## src/rtl/lpg_pkg.sv

```systemverilog
package lpg_pkg;
   localparam int MODE_W = 2;

   typedef enum logic [MODE_W-1:0] {
      MODE_NORMAL  = 2'd0,
      MODE_PRBS    = 2'd1,
      MODE_LOWTOG  = 2'd2,
      MODE_HIGHTOG = 2'd3
   } lpg_mode_e;
endpackage

```

## src/rtl/lpg_mode_ctrl.sv

```systemverilog
module lpg_mode_ctrl
   import lpg_pkg::*;
(
   input  logic              clk,
   input  logic              rst_n,
   input  logic              wr_en,
   input  logic [MODE_W-1:0] wr_mode,
   output lpg_mode_e         mode_q,
   output logic              illegal_q
);
   lpg_mode_e req;
   logic      blocked;

   assign req     = lpg_mode_e'(wr_mode);
   // A direct step from the fast toggle to the slow toggle is refused
   assign blocked = (req == MODE_LOWTOG) && (mode_q == MODE_HIGHTOG);

   always_ff @(posedge clk) begin
      if (!rst_n) begin
         mode_q    <= MODE_NORMAL;
         illegal_q <= 1'b0;
      end else if (wr_en) begin
         if (blocked) illegal_q <= 1'b1;
         else         mode_q    <= req;
      end
   end
endmodule

```

## src/rtl/lpg_prbs.sv

```systemverilog
module lpg_prbs #(
   parameter int              LEN  = 7,
   parameter int              TAP  = 6,
   parameter logic [LEN-1:0]  SEED = '1
) (
   input  logic clk,
   input  logic rst_n,
   input  logic run,
   output logic bit_o
);
   generate
      if (LEN < 3)                 begin : g_bad_len  $error("lpg_prbs: LEN must be at least 3"); end
      if (TAP < 1 || TAP >= LEN)   begin : g_bad_tap  $error("lpg_prbs: TAP must lie in 1..LEN-1"); end
      if (SEED == '0)              begin : g_bad_seed $error("lpg_prbs: SEED must be nonzero"); end
   endgenerate

   logic [LEN-1:0] st;
   logic           fb;

   assign fb    = st[LEN-1] ^ st[TAP-1];
   assign bit_o = st[LEN-1];

   always_ff @(posedge clk) begin
      if (!rst_n || !run)   st <= SEED;
      else if (st == '0)    st <= SEED;
      else                  st <= {st[LEN-2:0], fb};
   end
endmodule

```

## src/rtl/lpg_toggle.sv

```systemverilog
module lpg_toggle #(
   parameter int   HALF      = 5,
   parameter logic START_BIT = 1'b0
) (
   input  logic clk,
   input  logic rst_n,
   input  logic run,
   output logic bit_o
);
   generate
      if (HALF < 1) begin : g_bad_half
         $error("lpg_toggle: HALF must be at least 1");
      end else if (HALF == 1) begin : g_phase
         logic phase;
         always_ff @(posedge clk) begin
            if (!rst_n || !run) phase <= START_BIT;
            else                phase <= ~phase;
         end
         assign bit_o = phase;
      end else begin : g_count
         localparam int CW = $clog2(2 * HALF);
         localparam logic [CW-1:0] LAST = CW'(2 * HALF - 1);
         localparam logic [CW-1:0] MID  = CW'(HALF);
         logic [CW-1:0] cnt;
         always_ff @(posedge clk) begin
            if (!rst_n || !run)  cnt <= '0;
            else if (cnt == LAST) cnt <= '0;
            else                  cnt <= cnt + 1'b1;
         end
         assign bit_o = (cnt < MID) ? START_BIT : ~START_BIT;
      end
   endgenerate
endmodule

```

## src/rtl/lane_pattern_gen.sv

```systemverilog
module lane_pattern_gen
   import lpg_pkg::*;
#(
   parameter int CTRL_W    = 8,
   parameter int PRBS_LEN  = 7,
   parameter int PRBS_TAP  = 6,
   parameter int LF_HALF   = 5
) (
   input  logic              clk,
   input  logic              rst_n,
   input  logic              ctrl_wr,
   input  logic [CTRL_W-1:0] ctrl_wdata,
   input  logic              data_in,
   input  logic              data_valid_in,
   output logic              ser_out,
   output logic              ser_valid,
   output logic [MODE_W-1:0] mode_o,
   output logic              illegal_seen
);
   generate
      if (CTRL_W <= MODE_W) begin : g_bad_ctrl
         $error("lane_pattern_gen: CTRL_W must exceed the mode field width");
      end
   endgenerate

   lpg_mode_e mode;
   logic      prbs_bit, lf_bit, hf_bit;
   logic      unused_ctrl_hi;

   // Upper control bits belong to neighbouring fields
   assign unused_ctrl_hi = ^ctrl_wdata[CTRL_W-1:MODE_W];

   lpg_mode_ctrl u_mode (
      .clk       (clk),
      .rst_n     (rst_n),
      .wr_en     (ctrl_wr),
      .wr_mode   (ctrl_wdata[MODE_W-1:0]),
      .mode_q    (mode),
      .illegal_q (illegal_seen)
   );

   lpg_prbs #(.LEN(PRBS_LEN), .TAP(PRBS_TAP), .SEED('1)) u_prbs (
      .clk   (clk),
      .rst_n (rst_n),
      .run   (mode == MODE_PRBS),
      .bit_o (prbs_bit)
   );

   lpg_toggle #(.HALF(LF_HALF), .START_BIT(1'b0)) u_lowtog (
      .clk   (clk),
      .rst_n (rst_n),
      .run   (mode == MODE_LOWTOG),
      .bit_o (lf_bit)
   );

   lpg_toggle #(.HALF(1), .START_BIT(1'b1)) u_hightog (
      .clk   (clk),
      .rst_n (rst_n),
      .run   (mode == MODE_HIGHTOG),
      .bit_o (hf_bit)
   );

   // Shared output stage: one cycle of latency for every source
   always_ff @(posedge clk) begin
      if (!rst_n) begin
         ser_out   <= 1'b0;
         ser_valid <= 1'b0;
      end else begin
         unique case (mode)
            MODE_NORMAL:  begin ser_out <= data_in;  ser_valid <= data_valid_in; end
            MODE_PRBS:    begin ser_out <= prbs_bit; ser_valid <= 1'b1; end
            MODE_LOWTOG:  begin ser_out <= lf_bit;   ser_valid <= 1'b1; end
            MODE_HIGHTOG: begin ser_out <= hf_bit;   ser_valid <= 1'b1; end
            default:      begin ser_out <= 1'b0;     ser_valid <= 1'b0; end
         endcase
      end
   end

   assign mode_o = mode;
endmodule

```

## config.mk

```make
export PLATFORM = sky130hd
export DESIGN_NAME = lane_pattern_gen
export DESIGN_NICKNAME = d
export VERILOG_FILES = /design/src/rtl/lpg_pkg.sv /design/src/rtl/lpg_mode_ctrl.sv /design/src/rtl/lpg_prbs.sv /design/src/rtl/lpg_toggle.sv /design/src/rtl/lane_pattern_gen.sv
export SDC_FILE = /design/constraint.sdc
export NUM_CORES = 1
export LEC_CHECK = 0
export ABC_AREA = 0
export BUFFER_PORTS_ARGS = -buffer_cell sky130_fd_sc_hd__buf_2
export CAP_MARGIN = 30
export CORE_MARGIN = 8
export CORE_UTILIZATION = 53
export DETAILED_ROUTE_END_ITERATION = 10
export GPL_ROUTABILITY_DRIVEN = 0
export GPL_TIMING_DRIVEN = 0
export PLACE_DENSITY = 0.84
export SLEW_MARGIN = 20
export SYNTH_ARGS = -nofsm -noshare
export SYNTH_HDL_FRONTEND = slang
export SYNTH_HIERARCHICAL = 1
export SYNTH_SLANG_ARGS = --single-unit
```

## constraint.sdc

```tcl
create_clock -name clk -period 2.16 [get_ports clk]
set_input_delay 0.108 -clock clk [delete_from_list [all_inputs] [get_ports clk]]
set_output_delay 0.108 -clock clk [all_outputs]
set_load 0.02 [all_outputs]
```

**Word level (Yosys, flattened, before mapping)**

Index checks and enable logic that the tools add are counted.

- Add/sub/neg operators: 1
- Order comparisons: 1
- Eq/ne operators: 5
- Mux-type cells: 3
- Bitwise logic cells: 3
- Reduce and logical (&&, ||, !) cells: 15

Operators by type and width:

| cell | number |
|---|---|
| zero test 7 bit | 1 |
| == test 2 bit (second input constant) | 3 |
| adder 4 x 1 -> 4 bit (second input constant) | 1 |
| == test 4 bit (second input constant) | 1 |
| zero test 1 bit | 4 |
| less-than comparator 4 x 3 -> 1 bit (second input constant) | 1 |
| case mux 1 bit (4 select lines) | 1 |
| AND reduction 2 bit | 2 |
| OR reduction 2 bit | 2 |
| logical OR 1 bit | 3 |
| OR reduction 3 bit | 1 |
| == test 2 x 1 -> 1 bit (second input constant) | 1 |
| zero test 2 bit | 1 |
| inverter 1 bit | 2 |
| case mux 1 bit (2 select lines) | 1 |
| logical AND 1 bit | 1 |
| 2-to-1 mux 1 bit | 1 |
| bitwise XOR 1 bit | 1 |

- Register bits after elaboration: 17
- Bits of input ports: 13

**Longest topological paths before layout**

Gate-level depths: netlist (run 1).

- Word-level depth: 4
- Depth in mapped cells: 6

**By module**

Netlist (run 1), hierarchy kept.

By module, submodules not included:

| module | times used | cells an instance | area each (um^2) | seq. area each (um^2) |
|---|---|---|---|---|
| lpg_prbs | 1 | 27 | 301.5 | 140.1 |
| lpg_toggle at u_lowtog | 1 | 21 | 196.4 | 80.1 |
| lpg_mode_ctrl | 1 | 11 | 115.1 | 60.1 |
| lane_pattern_gen | 1 | 8 | 97.6 | 40.0 |
| lpg_toggle at u_hightog | 1 | 2 | 25.0 | 20.0 |

**Least setup slack after synthesis (run 1)**

OpenSTA, ideal clock, no wires.

- Kind: register to register
- From: register u_lowtog.g_count.cnt[0]
- To: register ser_out
- Library setup time: 0.115 ns
- Arrival time: 1.307 ns
- Data required time: 2.045 ns
- Path slack: 0.738 ns
- Cell stages (with the launch flop): 7
- Cells stage by stage: dfxtp_1 inv_1 ha_1 inv_1 a21o_2 mux4_2 and2_1

- Longest elaborated chain between the ends: 3

Ends and longest elaborated chain:

| what | line | RTL |
|---|---|---|
| start: declaration | lpg_toggle.sv:24 | `logic [CW-1:0] cnt;` |
| start signal: assignment | lpg_toggle.sv:28 | `else cnt <= cnt + 1'b1;` |
| less-than comparator 4 x 3 -> 1 bit | lpg_toggle.sv:30 | `assign bit_o = (cnt < MID) ? START_BIT : ~START_BIT;` |
| 2-to-1 mux 1 bit | lpg_toggle.sv:30 |  |
| via lf_bit | lane_pattern_gen.sv:27 | `logic prbs_bit, lf_bit, hf_bit;` |
| case mux 1 bit (4 select lines) | lane_pattern_gen.sv:69 | `unique case (mode)` |
| end signal: assignment | lane_pattern_gen.sv:70 | `MODE_NORMAL: begin ser_out <= data_in; ser_valid <= data_valid_in; end` |
| end: declaration | lane_pattern_gen.sv:15 | `output logic ser_out,` |

The timed path passes the listed nets, and every way through them passes these cells.
A chain may end at the register's enable or synchronous reset.

**Final worst setup path (run 1)**

Ends and elaborated chain as after synthesis.

==> impl_metrics.ini, run 1 <==
[drt]
ant_nets = 0
drcViolationCount = 0
totalWireLength_mm = 1.19
viasPerCell = 4.96
wire_per_inst_um = 12.0
drtIter0Drc = 4
drtPass1Iterations = 2
vias = 491

[grt]
grt_usage_pct = 9.52
grt.met3_usage_pct = 6.16
overflow = 0
grt_pass1_vias = 478
grt_pass1_wl_mm = 1.94
grt_most_used_layer = met2
grt_max_degree = 10
antenna_found_initial = 0
met2_usage_pct = 15.4
grtUsageMet1_pct = 9.03

[worst_setup_path]
cp_cell_sequence = inv_1 > ha_1 > inv_1 > a21o_2 > mux4_2 > and2_1
r2r_cells = 6
arrival_ns = 1.68
startpoint_type = register
timing.rr.start = u_lowtog/g_count.cnt[0]$_SDFF_PP0_
cpMostUsedCell = inv_1
timing.critical_path.buf_inv = 2
reg2reg_to = ser_out$_SDFF_PN0_
cp_max_fo = 5
critPathSlowestCell = mux4_2
r2r_slack_ns = 0.67
worst_path_dominant_cell_family = multiplexers
required_ns = 2.35
cp_slowest_stage_delay_ns = 0.44
worstSetupPathType = reg2reg
end_kind = register

[floorplanning]
fp.dieH_um = 53.3
dieArea_um2 = 2840
coreArea_um2 = 1300
ios = 18
start_util_pct = 56.5
rows = 13
die_w_um = 53.3

[power]
combPwrFrac_pct = 7.5
power.share.clock_pct = 30.8
ir_drop_mv = 0.361
switching_power_w = 0.000119
power_frac_seq_pct = 61.7
p_sw_share_pct = 22.4
power_density_nw_per_um2 = 633
p_leak_nw = 0.435
power.internal_w = 0.000411

[logic_synthesis]
ys_ff_latch = 17
syn_inst = 69
yosysTopAreaCellShare_pct = 46.3
yosys-top-cells-area = dfxtp_1 (46%), o211ai_2 (12%), ha_1 (5.1%)
ys_warn_count = 6
ys_seq_area_share_pct = 46.3
avgSynthCellArea_um2 = 10.7
synth.distinct_cells = 26
synth_nets = 85
yosys.area.top_type = dfxtp_1
netlist_area_um2 = 736

[layout]
final_nets = 101
area_growth_pct = 13.6
final_common_cell = dfxtp_1
num_antenna_cells = 0
fillCellCount = 120
mostFrequentLayoutCells = dfxtp_1 (17), buf_2 (11), inv_1 (10)
utilization_pct = 64.2
drive_above_1_share_pct = 31.0

[placement]
hpwlAfterDp_um = 894
port_buffers = 11

[cts]
clock_path_buffers = 2
cts_hold_buf = 0
cts.sinks = 17
cts_inserted_buffers = 3
cts_tree = done
clk_latency_ns = 0.29
cts.repair.resized = 0
htree_levels = 1
path_clk_slew_ns = 0.09
post_cts_buffers = 0
root_buffer = clkbuf_4

[timing]
timing.fmax_mhz = 672
finalCritPeriodShare_pct = 68.9
hold_viol_final = 0
grt_setup_unrepaired = false
tns_ns = 0
tightest_slew_ns = 0.451
finalClockSkew_ns = 0.00458
relSlewSlack_pct = 69.9
finalSetupViolCount = 0
finalMaxSlewViolations = 0
post-route-min-period_ns = 1.49

[hold_path]
hold_path_class = in2reg
holdPathEnd = ser_valid$_SDFF_PN0_
hold_start = data_valid_in
hold-path-cell-count = 2

[run]
maxCapViolCount = 0

[status]
run_status = finished clean
cell type report:
| type | instances | area (um^2) | share of cell area (%) |
|---|---|---|---|
| flip-flops and latches | 17 | 340 | 40.7 |
| multi-input cells | 39 | 339 | 40.6 |
| clock buffers | 4 | 26.3 | 3.14 |
| repair buffers | 11 | 55.1 | 6.59 |
| well taps | 15 | 18.8 | 2.25 |
| plain buffers | 3 | 18.8 | 2.25 |
| inverters | 10 | 37.5 | 4.49 |
synth_stat cells:
cell	number
nor2_1	4
clkbuf_1	2
nor2b_1	2
o211ai_2	7
mux2i_1	2
nand3b_1	1
ha_1	3
xor2_1	1
buf_6	1
and2b_1	1
o31a_1	1
and2_0	1
nand2_1	2
dfxtp_1	17
xnor2_1	2
and2_1	2
inv_1	10
mux4_2	1
o21ai_0	1
or4_4	1
nand3_1	2
a21boi_1	1
a21o_2	1
or3_1	1
nand3_2	1
nand4b_1	1
state kept, by name (all words and copies together), names as in the netlist:
name / count
u_hightog/bit_o: 1
u_mode/illegal_q: 1
ser_valid: 1
ser_out: 1
u_prbs/st: 7
u_lowtog/g_count.cnt: 4
u_mode/mode_q: 2
how the worst max path moves through the flow:
stage / start / to / slack, ns / depth (start not counted)
floorplan: u_lowtog/g_count.cnt[0]$_SDFF_PP0_ / ser_out$_SDFF_PN0_ / 0.74 / 6
global placement: u_lowtog/g_count.cnt[0]$_SDFF_PP0_ / ser_out$_SDFF_PN0_ / 0.69 / 6
detailed placement: u_lowtog/g_count.cnt[0]$_SDFF_PP0_ / ser_out$_SDFF_PN0_ / 0.68 / 6
CTS: u_lowtog/g_count.cnt[0]$_SDFF_PP0_ / ser_out$_SDFF_PN0_ / 0.67 / 6
global route: u_mode/mode_q[0]$_SDFFE_PN0P_ / u_prbs/st[4]$_SDFF_PP1_ / 0.59 / 4
finish: u_lowtog/g_count.cnt[0]$_SDFF_PP0_ / ser_out$_SDFF_PN0_ / 0.67 / 6
cells by family (layout without fill, tap and decap cells):
logic type	Yosys count	count (layout)	synth area share, %
AND/OR/NAND/NOR	19	19	15.6
flip-flops	17	17	46.3
buffers and inverters	13	28	7.65
AO/OA/AOI/OAI	11	11	16.0
adder cells (fa/ha/maj)	3	3	5.10
XOR/XNOR	3	3	3.57
multiplexers	3	3	5.78
power by group through the flow:
stage | Sequential [W] | Combinational, W | Clock, W
floorplan | 0.000340 | 0.0000176 | 0
global route | 0.000328 | 0.0000441 | 0.000185
detailed placement | 0.000334 | 0.0000399 | 0
global placement | 0.000334 | 0.0000392 | 0
CTS | 0.000327 | 0.0000401 | 0.000176
finish | 0.000327 | 0.0000395 | 0.000163
layer usage:
metal  vias to the layer above  share of wire, %
met5                         -                 0
met4                         0               1.0
met3                         2               5.1
met2                         5                50
met1                       222                44
li1                        262                 -
metrics by stage:
step	std cells	hold WS (ns)	total power [W]	setup WS, ns	instance area [um^2]
after floorplan	69	0.192	0.000357	0.738	736
after global placement	95	0.317	0.000373	0.689	810
after detailed placement	95	0.315	0.000374	0.680	810
after CTS	99	0.00740	0.000543	0.667	836
after global routing	99	0.0408	0.000557	0.588	836
final	99	0.0228	0.000529	0.673	836
Power figures use the tool's default switching activity.
==> inputs of run 2 (changes only) <==
- ABC_AREA: 0 -> 1
- CORE_UTILIZATION: 53 -> 45
- PLACE_DENSITY: 0.84 -> 0.77
- clock period: 2.16 -> 1.3 ns (I/O delays scaled with it)
==> run 2 against run 1 <==
Compared with the run above: final area increased by 1.9%; cell count up 29%; sequential power up 68%; power increased by 74%; sequential cell count is the same; area after synthesis decreased by 1.0%; sequential share of layout area fell by 0.63 points; first-iteration DRC count is 100% higher; clock-buffer cell count is 1 lower; largest cell class unchanged.
==> impl_metrics.ini, run 2 <==
[cts]
clk_latency_ns = 0.30
htree_levels = 1
root_buffer = clkbuf_4
cts.sinks = 17
clock_path_buffers = 2
cts_inserted_buffers = 3
path_clk_slew_ns = 0.10
cts_tree = done

[power]
power.share.clock_pct = 30.9
power_frac_seq_pct = 59.5
power_density_nw_per_um2 = 1080
p_leak_nw = 0.443
power.internal_w = 0.000685
switching_power_w = 0.000236
p_sw_share_pct = 25.7
combPwrFrac_pct = 9.6
ir_drop_mv = 0.551

[timing]
finalMaxSlewViolations = 0
finalWorstSetupSlack_ns = 0.144
tns_ns = 0
post-route-min-period_ns = 1.16
finalClockSkew_ns = 0.0112
finalCritPeriodShare_pct = 88.9
finalSetupViolCount = 0
hold_viol_final = 0
tightest_slew_ns = 0.276
timing.fmax_mhz = 865
grt_setup_unrepaired = false
relSlewSlack_pct = 81.6

[logic_synthesis]
synth_ff_type = dfxtp_1
ys_ff_latch = 17
synth_most_common_cell = inv_1
ys_seq_area_share_pct = 46.7
netlist_area_um2 = 728
synth_nets = 111
synth_edf_count = 0
yosysTopAreaCellShare_pct = 46.7
yosys.area.top_type = dfxtp_1
yosys-top-cells-area = dfxtp_1 (47%), inv_1 (9.3%), nand3_1 (8.9%)
ys_warn_count = 6
avgSynthCellArea_um2 = 7.67
ys_async_sr_fraction_pct = 0
synth.top_cells.by_count = inv_1 (18), dfxtp_1 (17), nand2_1 (15)
synth.distinct_cells = 17
syn_inst = 95

[grt]
grt_pass1_vias = 564
grt_pass1_wl_mm = 2.27
antenna_found_initial = 0
grt_max_degree = 11
grt.met3_usage_pct = 4.34
grtUsageMet1_pct = 8.88
grt_usage_pct = 8.76
overflow = 0
grt_most_used_layer = met2
met2_usage_pct = 14.1

[layout]
reg_top3 = u_prbs/st (7), u_lowtog/g_count.cnt (4), u_mode/mode_q (2)
num_antenna_cells = 0
largest_reg_flops = 7
top_register = u_prbs/st
area_growth_pct = 17.0
final_nets = 129
final_common_cell = inv_1
mostFrequentLayoutCells = inv_1 (18), dfxtp_1 (16), nand2_1 (15)
utilization_pct = 56.6
drive_above_1_share_pct = 25.9

[drt]
ant_nets = 0
wire_per_inst_um = 10.4
drtPass1Iterations = 4
totalWireLength_mm = 1.33
drtIter0Drc = 8
vias = 619
drcViolationCount = 0
viasPerCell = 4.84

[worst_setup_path]
worstSetupPathType = reg2reg
r2r_cells = 7
required_ns = 1.53
cp_max_fo = 4
arrival_ns = 1.39
end_kind = register
startpoint_type = register

[floorplanning]
rows = 14
fp.dieH_um = 56.2
coreArea_um2 = 1510
ios = 18
dieArea_um2 = 3160
die_w_um = 56.2
start_util_pct = 48.3

[placement]
hpwlAfterDp_mm = 1.00
post-place-ws_ns = 0.0957
port_buffers = 11

[run]
maxCapViolCount = 0

[status]
run_status = finished clean

[hold_path]
hold_path_class = in2reg
hold-path-cell-count = 2
[run 2: cell count changes after synthesis, sizes merged, moves of 2 or more]
cell	delta
nand2	+16
inv	+12
nand3	+11
nor2	+7
o211ai	-7
a21oi	+3
and2	-3
o21ai	+3
clkbuf	-2
mux2i	-2
nor2b	-2
[run 2: timing repair]
item	4_1_cts	5_1_grt
setup endpoints to repair	0	1
hold buffers	2	0
setup buffers	0	0
gates resized for setup	0	1
endpoints found under the hold margin	2	0
[run 2: final cells by class]
type                       instances  area, um^2
clock buffer                       3        22.5
inverter                          22        82.6
multi-input combinational         56         305
timing repair buffer              13        75.1
tap                               16        20.0
fill                             153         654
clock inverter                     1        5.00
sequential                        17         342
[run 2: power groups by stage]
stage	Clock, W	Sequential [W]	Combinational, W
2_1_floorplan	0	0.000571	0.0000408
3_3_place_gp	0	0.000559	0.0000811
3_5_place_dp	0	0.000560	0.0000839
4_1_cts	0.000301	0.000548	0.0000887
5_1_grt	0.000313	0.000551	0.0000994
6_report	0.000284	0.000548	0.0000885
[run 2: kinds of logic after synthesis]
family,count (synthesis),synth area share (%)
flip-flops,17,46.7
adder cells (fa/ha/maj),3,5.16
XOR/XNOR,1,1.20
AND/OR/NAND/NOR,44,29.2
AO/OA/AOI/OAI,8,6.36
buffers and inverters,22,11.3
[run 2: per-layer routing]
layer | part of all wire [%] | vias up | wire [um]
li1 | - | 323 | -
met1 | 45 | 282 | 592
met2 | 48 | 12 | 639
met3 | 6.3 | 2 | 84
met4 | 0.83 | 0 | 11
met5 | 0 | - | 0
[run 2: worst paths after layout]
check,slack [ns],to,startpoint
setup / recovery,0.14,ser_out$_SDFF_PN0_,u_lowtog/g_count.cnt[1]$_SDFF_PP0_
hold / removal,0.01,u_hightog/bit_o$_SDFF_PP1_,rst_n
setup reg to reg,0.14,ser_out$_SDFF_PN0_,u_lowtog/g_count.cnt[1]$_SDFF_PP0_
hold reg to reg,0.43,u_hightog/bit_o$_SDFF_PP1_,u_hightog/bit_o$_SDFF_PP1_
[run 2: stage by stage]
| step | area, um^2 | power, W | instances | hold WS (ns) |
|---|---|---|---|---|
| finish | 852 | 0.000921 | 128 | 0.0138 |
| global route | 852 | 0.000964 | 128 | 0.0228 |
| detailed placement | 803 | 0.000644 | 122 | 0.284 |
| floorplan | 728 | 0.000612 | 95 | 0.149 |
| CTS | 851 | 0.000938 | 128 | 0.00696 |
| global placement | 803 | 0.000640 | 122 | 0.277 |
[run 2: worst max-delay path: stages, from the launching register on]
cell and delay, ns:
dfxtp_1 0.38, inv_1 0.08, ha_1 0.17, o21ai_0 0.18, nand3_1 0.10, nand2_1 0.07, nor2_1 0.04, nor2_1 0.07
